## src/rtl/sar_ctrl_pkg.sv

```systemverilog
`timescale 1ns/1ps
package sar_ctrl_pkg;
  typedef enum logic [1:0] {
    FS_IDLE = 2'd0,
    FS_RUN  = 2'd1,
    FS_TAIL = 2'd2
  } frame_state_t;
endpackage

```

## src/rtl/sar_sclk_gen.sv

```systemverilog
`timescale 1ns/1ps
module sar_sclk_gen #(
  parameter int SCLK_DIV = 4
) (
  input  logic clk,
  input  logic rst_n,
  input  logic run,
  output logic sclk,
  output logic rise,
  output logic fall
);
  localparam int CW   = $clog2(SCLK_DIV);
  localparam int HALF = SCLK_DIV / 2;

  logic [CW-1:0] cnt;

  // rise/fall mark the system edge on which sclk changes
  assign rise = run && (cnt == CW'(SCLK_DIV - 1));
  assign fall = run && (cnt == CW'(HALF - 1));

  always_ff @(posedge clk or negedge rst_n) begin
    if (!rst_n) begin
      cnt  <= '0;
      sclk <= 1'b0;
    end else if (!run) begin
      cnt  <= '0;
      sclk <= 1'b0;
    end else begin
      cnt <= rise ? '0 : cnt + CW'(1);
      if (rise)      sclk <= 1'b1;
      else if (fall) sclk <= 1'b0;
    end
  end
endmodule

```

## src/rtl/sar_frame_seq.sv

```systemverilog
`timescale 1ns/1ps
module sar_frame_seq
  import sar_ctrl_pkg::*;
#(
  parameter int PRE_BITS = 3,
  parameter int RES_BITS = 12,
  parameter int PD_EDGE  = 8,
  parameter int GAP_CLKS = 6,
  localparam int LAST_EDGE = PRE_BITS + RES_BITS + 1,
  localparam int EW        = $clog2(LAST_EDGE + 1)
) (
  input  logic          clk,
  input  logic          rst_n,
  input  logic          req_valid,
  input  logic          req_pd,
  output logic          req_ready,
  output logic          busy,
  output logic          conv_n,
  output logic          run,
  input  logic          rise,
  input  logic          fall,
  output logic          samp,
  output logic [EW-1:0] edge_no,
  output logic          last_hit,
  output logic          discard
);
  localparam int REL_EDGE = LAST_EDGE - 1;
  localparam int GW       = $clog2(GAP_CLKS + 1);

  frame_state_t  state;
  logic          pd_q;
  logic          warm_done;
  logic [EW-1:0] edge_q;
  logic [GW-1:0] gap_q;

  assign busy      = (state != FS_IDLE);
  assign run       = busy;
  assign req_ready = (state == FS_IDLE) && (gap_q == '0);
  assign samp      = (state == FS_RUN) && rise;
  assign edge_no   = edge_q + EW'(1);
  assign last_hit  = samp && !pd_q && (edge_no == EW'(LAST_EDGE));
  assign discard   = !warm_done;

  always_ff @(posedge clk or negedge rst_n) begin
    if (!rst_n) begin
      state     <= FS_IDLE;
      conv_n    <= 1'b1;
      pd_q      <= 1'b0;
      warm_done <= 1'b0;
      edge_q    <= '0;
      gap_q     <= '0;
    end else begin
      if (gap_q != '0) gap_q <= gap_q - GW'(1);
      case (state)
        FS_IDLE: begin
          if (req_valid && req_ready) begin
            state  <= FS_RUN;
            conv_n <= 1'b0;
            pd_q   <= req_pd;
            edge_q <= '0;
          end
        end
        FS_RUN: begin
          if (samp) begin
            edge_q <= edge_no;
            if (pd_q && edge_no == EW'(PD_EDGE)) begin
              conv_n <= 1'b1;
              gap_q  <= GW'(GAP_CLKS);
              state  <= FS_TAIL;
            end
            if (!pd_q && edge_no == EW'(REL_EDGE)) begin
              conv_n <= 1'b1;
              gap_q  <= GW'(GAP_CLKS);
            end
            if (last_hit) begin
              state     <= FS_TAIL;
              warm_done <= 1'b1;
            end
          end
        end
        FS_TAIL: begin
          if (fall) state <= FS_IDLE;
        end
        default: state <= FS_IDLE;
      endcase
    end
  end
endmodule

```

## src/rtl/sar_shift_capture.sv

```systemverilog
`timescale 1ns/1ps
module sar_shift_capture #(
  parameter int PRE_BITS = 3,
  parameter int RES_BITS = 12,
  localparam int LAST_EDGE = PRE_BITS + RES_BITS + 1,
  localparam int EW        = $clog2(LAST_EDGE + 1)
) (
  input  logic                clk,
  input  logic                rst_n,
  input  logic                start,
  input  logic                samp,
  input  logic [EW-1:0]       edge_no,
  input  logic                sdata,
  input  logic                last_hit,
  input  logic                discard,
  output logic [RES_BITS-1:0] data_o,
  output logic                valid_o,
  output logic                err_o
);
  localparam int FIRST_DATA = PRE_BITS + 2;

  logic [RES_BITS-1:0] shreg;
  logic                err_q;
  logic                pre_hit;

  assign pre_hit = samp && (edge_no >= EW'(2)) && (edge_no <= EW'(PRE_BITS + 1));

  always_ff @(posedge clk or negedge rst_n) begin
    if (!rst_n) begin
      shreg   <= '0;
      err_q   <= 1'b0;
      data_o  <= '0;
      valid_o <= 1'b0;
      err_o   <= 1'b0;
    end else begin
      valid_o <= last_hit && !discard;
      if (start)                err_q <= 1'b0;
      else if (pre_hit && sdata) err_q <= 1'b1;
      if (samp && edge_no >= EW'(FIRST_DATA))
        shreg <= {shreg[RES_BITS-2:0], sdata};
      if (last_hit) begin
        data_o <= {shreg[RES_BITS-2:0], sdata};
        err_o  <= err_q;
      end
    end
  end
endmodule

```

## src/rtl/sar_readout_ctrl.sv

```systemverilog
`timescale 1ns/1ps
module sar_readout_ctrl #(
  parameter int SCLK_DIV = 4,
  parameter int RES_BITS = 12,
  parameter int PRE_BITS = 3,
  parameter int PD_EDGE  = 8,
  parameter int GAP_CLKS = 6
) (
  input  logic                clk,
  input  logic                rst_n,
  input  logic                req_valid,
  output logic                req_ready,
  input  logic                req_pd,
  output logic                busy,
  output logic                conv_n,
  output logic                sclk,
  input  logic                sdata,
  output logic                smp_valid,
  output logic [RES_BITS-1:0] smp_data,
  output logic                smp_err
);
  localparam int LAST_EDGE = PRE_BITS + RES_BITS + 1;
  localparam int EW        = $clog2(LAST_EDGE + 1);

  logic          run, rise, fall, samp, last_hit, discard;
  logic [EW-1:0] edge_no;

  sar_sclk_gen #(.SCLK_DIV(SCLK_DIV)) u_clkgen (
    .clk(clk), .rst_n(rst_n), .run(run),
    .sclk(sclk), .rise(rise), .fall(fall)
  );

  sar_frame_seq #(
    .PRE_BITS(PRE_BITS), .RES_BITS(RES_BITS),
    .PD_EDGE(PD_EDGE), .GAP_CLKS(GAP_CLKS)
  ) u_seq (
    .clk(clk), .rst_n(rst_n), .req_valid(req_valid), .req_pd(req_pd),
    .req_ready(req_ready), .busy(busy), .conv_n(conv_n), .run(run),
    .rise(rise), .fall(fall), .samp(samp), .edge_no(edge_no),
    .last_hit(last_hit), .discard(discard)
  );

  sar_shift_capture #(.PRE_BITS(PRE_BITS), .RES_BITS(RES_BITS)) u_cap (
    .clk(clk), .rst_n(rst_n), .start(req_valid && req_ready),
    .samp(samp), .edge_no(edge_no), .sdata(sdata), .last_hit(last_hit),
    .discard(discard), .data_o(smp_data), .valid_o(smp_valid), .err_o(smp_err)
  );
endmodule

```

## config.mk

```make
export PLATFORM = sky130hd
export DESIGN_NAME = sar_readout_ctrl
export DESIGN_NICKNAME = d
export VERILOG_FILES = /design/src/rtl/sar_ctrl_pkg.sv /design/src/rtl/sar_sclk_gen.sv /design/src/rtl/sar_frame_seq.sv /design/src/rtl/sar_shift_capture.sv /design/src/rtl/sar_readout_ctrl.sv
export SDC_FILE = /design/constraint.sdc
export NUM_CORES = 1
export LEC_CHECK = 0
export BUFFER_PORTS_ARGS = -buffer_cell sky130_fd_sc_hd__buf_2
export CORE_ASPECT_RATIO = 0.5
export CORE_MARGIN = 2
export CORE_UTILIZATION = 45
export DETAILED_ROUTE_END_ITERATION = 16
export PLACE_DENSITY = 0.66
export SLEW_MARGIN = 20
export SYNTH_ARGS = -nofsm -noshare
export SYNTH_HDL_FRONTEND = slang
export SYNTH_SLANG_ARGS = --single-unit
```

## constraint.sdc

```tcl
create_clock -name clk -period 2.1 [get_ports clk]
set_input_delay 0.315 -clock clk [delete_from_list [all_inputs] [get_ports clk]]
set_output_delay 0.315 -clock clk [all_outputs]
set_load 0.02 [all_outputs]
```

[Word level (Yosys, flattened, before mapping)]
Cells that the tools add are included.
Cells by class
  reductions and logical operators: 26
  add/sub/neg operators: 3
  eq/ne operators: 13
  order comparisons: 3
  multiplexer cells: 26
Operators with widths (count)
  $mux W3: 5
  $logic_and A1 B1 Y1: 14
  $mux W2: 7
  $eq A5 B4 Y1 const B: 2
  $mux W5: 2
  $pmux W5 S2: 1
  $mux W1: 9
  $reduce_and A4 Y1: 2
  $ne A3 B3 Y1 const B: 2
  $pmux W2 S3: 1
  $reduce_and A3 Y1: 2
  $reduce_bool A2 Y1: 3
  $add A5 B1 Y5 const B: 1
  $eq A5 B5 Y1 const B: 1
  $ge A5 B2 Y1 const B: 1
  $ge A5 B3 Y1 const B: 1
  $le A5 B3 Y1 const B: 1
  $eq A2 B1 Y1 const B: 2
  $eq A2 B2 Y1 const B: 2
  $ne A2 B1 Y1 const B: 2
  $logic_not A3 Y1: 1
  $ne A3 B2 Y1 const B: 1
  $reduce_bool A3 Y1: 1
  $sub A3 B1 Y3 const B: 1
  6 further kinds: 6
Word-level totals
  logic and storage cells: 84
  input bits: 5
  register bits after elaboration: 42
  output and inout bits: 18

[Depth between registers and ports, before layout]
  depth in word-level cells: 8
  mapped depth: 7
  mapped depth without buffers: 6

[Hierarchy]
Synthesis repeated with hierarchy kept, for this count alone.
Unflattened totals
  cell total of the unflattened synthesis: 166
  area total of the unflattened synthesis: 2030.7 um^2
By module, submodules not included
  sar_shift_capture: area an instance 1032.2 um^2, sequential area each 650.6 um^2, instances 1, cells an instance 59
  sar_frame_seq: area an instance 848.3 um^2, sequential area each 326.6 um^2, instances 1, cells an instance 93
  sar_sclk_gen: area an instance 143.9 um^2, sequential area each 75.1 um^2, instances 1, cells an instance 13
  sar_readout_ctrl: area an instance 6.3 um^2, sequential area each 0.0 um^2, instances 1, cells an instance 1

[Least setup slack after synthesis]
OpenSTA, ideal clock, no wires.
  path type: reg-to-reg
  from: register u_seq.edge_q[0]
  to: register u_cap.data_o[10]
  period minus slack after synthesis: 2.232 ns
  arrival time: 2.107 ns
  cell stages (with the launch flop): 8
  buffers on the path: 2
  setup time: 0.125 ns
  required time: 1.975 ns
  path slack: -0.132 ns
  path through: dfrtp_1 ha_1 buf_6 xnor2_1 o32a_4 nor3_4 buf_12 mux2_4
Between the ends
  longest elaborated chain between the ends: 3
Ends and longest elaborated chain
  start, declared: RTL line sar_frame_seq.sv:33  | logic [EW-1:0] edge_q;
  start signal, assigned: RTL line sar_frame_seq.sv:65  | edge_q <= edge_no;
  $add A5 B1 Y5: RTL line sar_frame_seq.sv:40  | assign edge_no = edge_q + EW'(1);
  $eq A5 B5 Y1: RTL line sar_frame_seq.sv:41  | assign last_hit = samp && !pd_q && (edge_no == EW'(LAST_EDGE));
  $logic_and A1 B1 Y1: RTL line sar_frame_seq.sv:41
  end signal, assigned: RTL line sar_shift_capture.sv:42  | data_o <= {shreg[RES_BITS-2:0], sdata};
  end, declared: RTL line sar_shift_capture.sv:16  | output logic [RES_BITS-1:0] data_o,
No other way between the ends.
A chain may end at the register's enable or synchronous reset.

[Final worst setup path]
  from: register u_seq.edge_q[0]
  to: register u_cap.data_o[1]
The elaborated chain is that of the path after synthesis.

==> reports/summary.md <==
Walking the worst path, the cells encountered are ha_2 > xnor2_2 > o32a_4 > nor3_4 > buf_12 > mux2_2. After detailed routing, the total wire length is 3907 um. The tree is rooted in a sky130_fd_sc_hd__clkbuf_8. After detailed routing, the number of vias per cell comes to 5.303.

Buffers added to address setup during post-CTS repair amount to 0. Counting cells, the worst reg-to-reg path comes to 6. The maximum ir drop on the vdd rail came out at 0.3907 mV.

Initial antenna violation count: 0. Dividing total power by cell area gives a power density of 1201 nW/um^2. The worst hold path passes through 2 cells. The total congestion overflow is 0.

Setup repair after global routing left no endpoint under its margin. The net count after synthesis was 187; the core outline area was 4446 um^2. The deepest level of the CTS H-tree was 2; the arrival time reported for the critical path endpoint was 2.18 ns. The post-synthesis async set-or-reset flop share works out to 1.000. The flow ran to the end, and the final reports show no timing, DRC or antenna violations. The tools report the amount of wire on met2 after detailed routing as 1851 um. The type of destination of the critical path is a flop. The sum of negative setup slack is 0 ns, and the die area is 5285 um^2. The cell family contributing the most delay on the critical path is flip-flops.

Yosys mapped a number of flops with a built-in enable equal to 0. Slowest library cell on the worst path: sky130_fd_sc_hd__dfrtp_2. For this run, the number of Yosys warnings is 0. The logs give 0.1647 for the total global routing track utilization and 0 for the residual antenna-violating net count after detailed routing. The tools report the share of synthesized area occupied by flip-flops and latches as 0.4988.

The run gives 1.194 nW as the static leakage power. The number of buffers inserted by port buffering was 22; the number of sinks driven by the clock tree was 42. The number of buffers on the longest clock path was 2; the area overhead of the layout relative to synthesis was 15.42%. Dividing the detail-routed wire length by the instance count gives 14.80 um.

The row count was 17; the slew at the pin with the worst max-slew slack was 0.4458 ns. Total number of vias: 1400. The run gives 398 as the number of inserted filler cells in the final layout. At the end of routability-driven placement, the weighted congestion stood at 0.8331. The worst hold-check path type is input pin to flop. The tools report the count of max-cap constraint violations as 0.

The largest clock skew in the final design is 0.002942 ns, and the clock latency on the worst-skew pair is 0.30 ns. The number of placed instances, taps included is 254. Of all nets on the critical path, the largest fanout is 14. The tools report the top-level port count as 23. From bottom edge to top edge, the die measures 52.42 um. The largest net degree at the start of global routing was 19; the worst slew slack as a fraction of its limit was 0.6951.

Dividing the synthesized area by the synthesized cell count gives 12.19 um^2. The HPWL after detailed placement is 2708 um. Critical path buffer and inverter count: 1.

The data required time of the worst path was 2.30 ns. The period utilization was 0.9466; the post-route DRC violation count was 0. The minimum clock period is 1.988 ns. The count of pins over their slew limit was 0; the final setup violation count was 0.

The non-filler instance count after layout is 264. The net count of the finished layout is 220. The logs give 0 for the final number of hold-violating endpoints and 4 for the number of detailed-routing iterations run before antenna repair. TritonCTS built the clock tree. Proportion of layout cells with a drive suffix above 1: 0.3768. The worst setup path is launched from a flop.

The number of global-route vias before repair came out at 1361. The initial cell density of the core was 0.4745. The detailed router put a total of 1846 um of wire on met1. The number of gates on the worst path with buffers counted is 6, and the clock transition at the register clock pins on the worst setup and hold paths after CTS is 0.08 ns. Prevailing post-synth register cell: sky130_fd_sc_hd__dfrtp_1.

In this run the horizontal extent of the chip is 100.8 um. In this run, the number of DRC markers left after iteration 0 of detailed routing was 31. Distinct cell type count after synthesis: 47. The first global-routing pass estimated 6403 um of wire. For this run, the top clock speed supported by timing is 0.5031 GHz. The repair_antennas step left the layout with diodes totalling 0. Number of instances in the synthesized netlist: 173.

The detailed router used layers up to and including met4. The run gives 116 um as the detailed-routed wire length on met3. The critical path start-end classification is flop to flop. The longest individual stage delay on the worst path is 0.42 ns, and the synthesis-stage register bit count is 42. The cell area that synthesis handed to floorplanning was 2110 um^2.

The number of buffers added by the clock tree synthesis step is 5.
==> registers in the layout (all words and copies together) (netlist names) <==
name / flops
u_cap.valid_o: 1
u_seq.state: 2
u_clkgen.sclk: 1
u_seq.warm_done: 1
u_seq.gap_q: 3
u_cap.err_q: 1
u_seq.edge_q: 5
u_cap.data_o: 12
u_seq.pd_q: 1
u_seq.conv_n: 1
u_clkgen.cnt: 2
u_cap.shreg: 11
u_cap.err_o: 1
==> report_power, final <==
group / internal [W] / switching (W) / leakage, nW
Clock: 0.000235 / 0.000295 / 0.0452
Combinational: 0.000535 / 0.000604 / 0.609
Sequential: 0.00104 / 0.000216 / 0.540
==> final timing paths <==
check                                     start               to  slack, ns
max in group asynchronous                 rst_n   u_cap.shreg[3]       1.09
worst min-delay path                     req_pd       u_seq.pd_q       0.23
worst max register to register  u_seq.edge_q[0]  u_cap.data_o[1]       0.11
min in group asynchronous                 rst_n  u_seq.edge_q[1]       0.46
worst max-delay path            u_seq.edge_q[0]  u_cap.data_o[1]       0.11
worst min register to register  u_clkgen.cnt[0]  u_clkgen.cnt[0]       0.49
==> through the flow <==
step                power (W)  setup slack [ns]    util  hold WS (ns)  area, um^2
detailed placement   0.002378           0.07370  0.5221        0.2632        2321
global route         0.003149           0.02512  0.5477        0.2410        2435
CTS                  0.002916           0.07006  0.5438        0.2317        2417
floorplan            0.002089           0.01372       -       0.01941        2125
finish               0.002924            0.1122  0.5477        0.2349        2435
global placement     0.002326            0.1525  0.5221        0.2642        2321
==> cells by family (layout without fill, tap and decap cells) <==
group           Yosys count  in the layout  share of synthesized area
buf+inv                  17             51                    0.04685
simple gates             46             46                     0.1287
xor+xnor                  3              3                    0.01602
compound gates           30             30                     0.1020
flops                    42             42                     0.4988
fa+ha+maj                 9              9                    0.05338
mux                      26             26                     0.1542
==> routing by layer <==
| metal | up-vias | GRT usage |
|---|---|---|
| li1 | 686 | - |
| met1 | 691 | 0.2053 |
| met2 | 15 | 0.2656 |
| met3 | 8 | 0.04400 |
| met4 | 0 | 0.08904 |
| met5 | - | 0 |
==> layout by cell type (no fill, tap or decap), drive strengths merged, types with 2 or more instances in the layout <==
| cell type | Yosys | layout |
|---|---|---|
| o21ai | 9 | 9 |
| nor3 | 4 | 4 |
| buf | 6 | 31 |
| mux2 | 25 | 25 |
| nand2b | 3 | 3 |
| or2 | 2 | 2 |
| o21a | 2 | 2 |
| o22ai | 2 | 2 |
| ha | 9 | 9 |
| nand3 | 3 | 3 |
| clkinv | 0 | 2 |
| xnor2 | 3 | 3 |
| a31oi | 2 | 2 |
| nor2 | 8 | 8 |
| dfrtp | 41 | 41 |
| and3 | 3 | 3 |
| inv | 11 | 11 |
| clkbuf | 0 | 6 |
| a21oi | 5 | 5 |
| nand2 | 12 | 12 |
| nor4b | 2 | 2 |
==> synthesized netlist by cell type, types with 2 or more instances <==
library cell / n / area, um^2
sky130_fd_sc_hd__nand3_1: 3 / 15.01
sky130_fd_sc_hd__mux2_2: 16 / 180.2
sky130_fd_sc_hd__nand2_1: 11 / 41.29
sky130_fd_sc_hd__a31oi_1: 2 / 12.51
sky130_fd_sc_hd__dfrtp_1: 41 / 1026
sky130_fd_sc_hd__inv_1: 11 / 41.29
sky130_fd_sc_hd__o21a_1: 2 / 15.01
sky130_fd_sc_hd__or2_2: 2 / 12.51
sky130_fd_sc_hd__o21ai_0: 9 / 45.04
sky130_fd_sc_hd__nor3_1: 3 / 15.01
sky130_fd_sc_hd__mux2_4: 9 / 135.1
sky130_fd_sc_hd__and3_1: 2 / 12.51
sky130_fd_sc_hd__a21oi_1: 5 / 25.02
sky130_fd_sc_hd__buf_2: 3 / 15.01
sky130_fd_sc_hd__nor2_1: 8 / 30.03
sky130_fd_sc_hd__o22ai_1: 2 / 12.51
sky130_fd_sc_hd__buf_6: 2 / 22.52
sky130_fd_sc_hd__ha_1: 9 / 112.6
sky130_fd_sc_hd__nor4b_1: 2 / 17.52
sky130_fd_sc_hd__xnor2_1: 2 / 17.52
sky130_fd_sc_hd__nand2b_1: 3 / 18.77
==> layout make-up <==
class                           count  area [um^2]  area share
Timing Repair Buffer               32        197.7     0.08119
Inverter                           11        41.29     0.01696
Clock inverter                      2        13.76    0.005653
Tap cell                           57        71.32     0.02929
Clock buffer                        6        72.57     0.02980
Sequential cell                    42         1054      0.4327
Multi-Input combinational cell    114        984.7      0.4044
==> timing repair <==
item,CTS,global route
setup endpoints to repair,0,11
resized for setup,0,5
endpoints found under the hold margin,15,0
hold buffers,1,0
(Power assumes the default switching activity.)
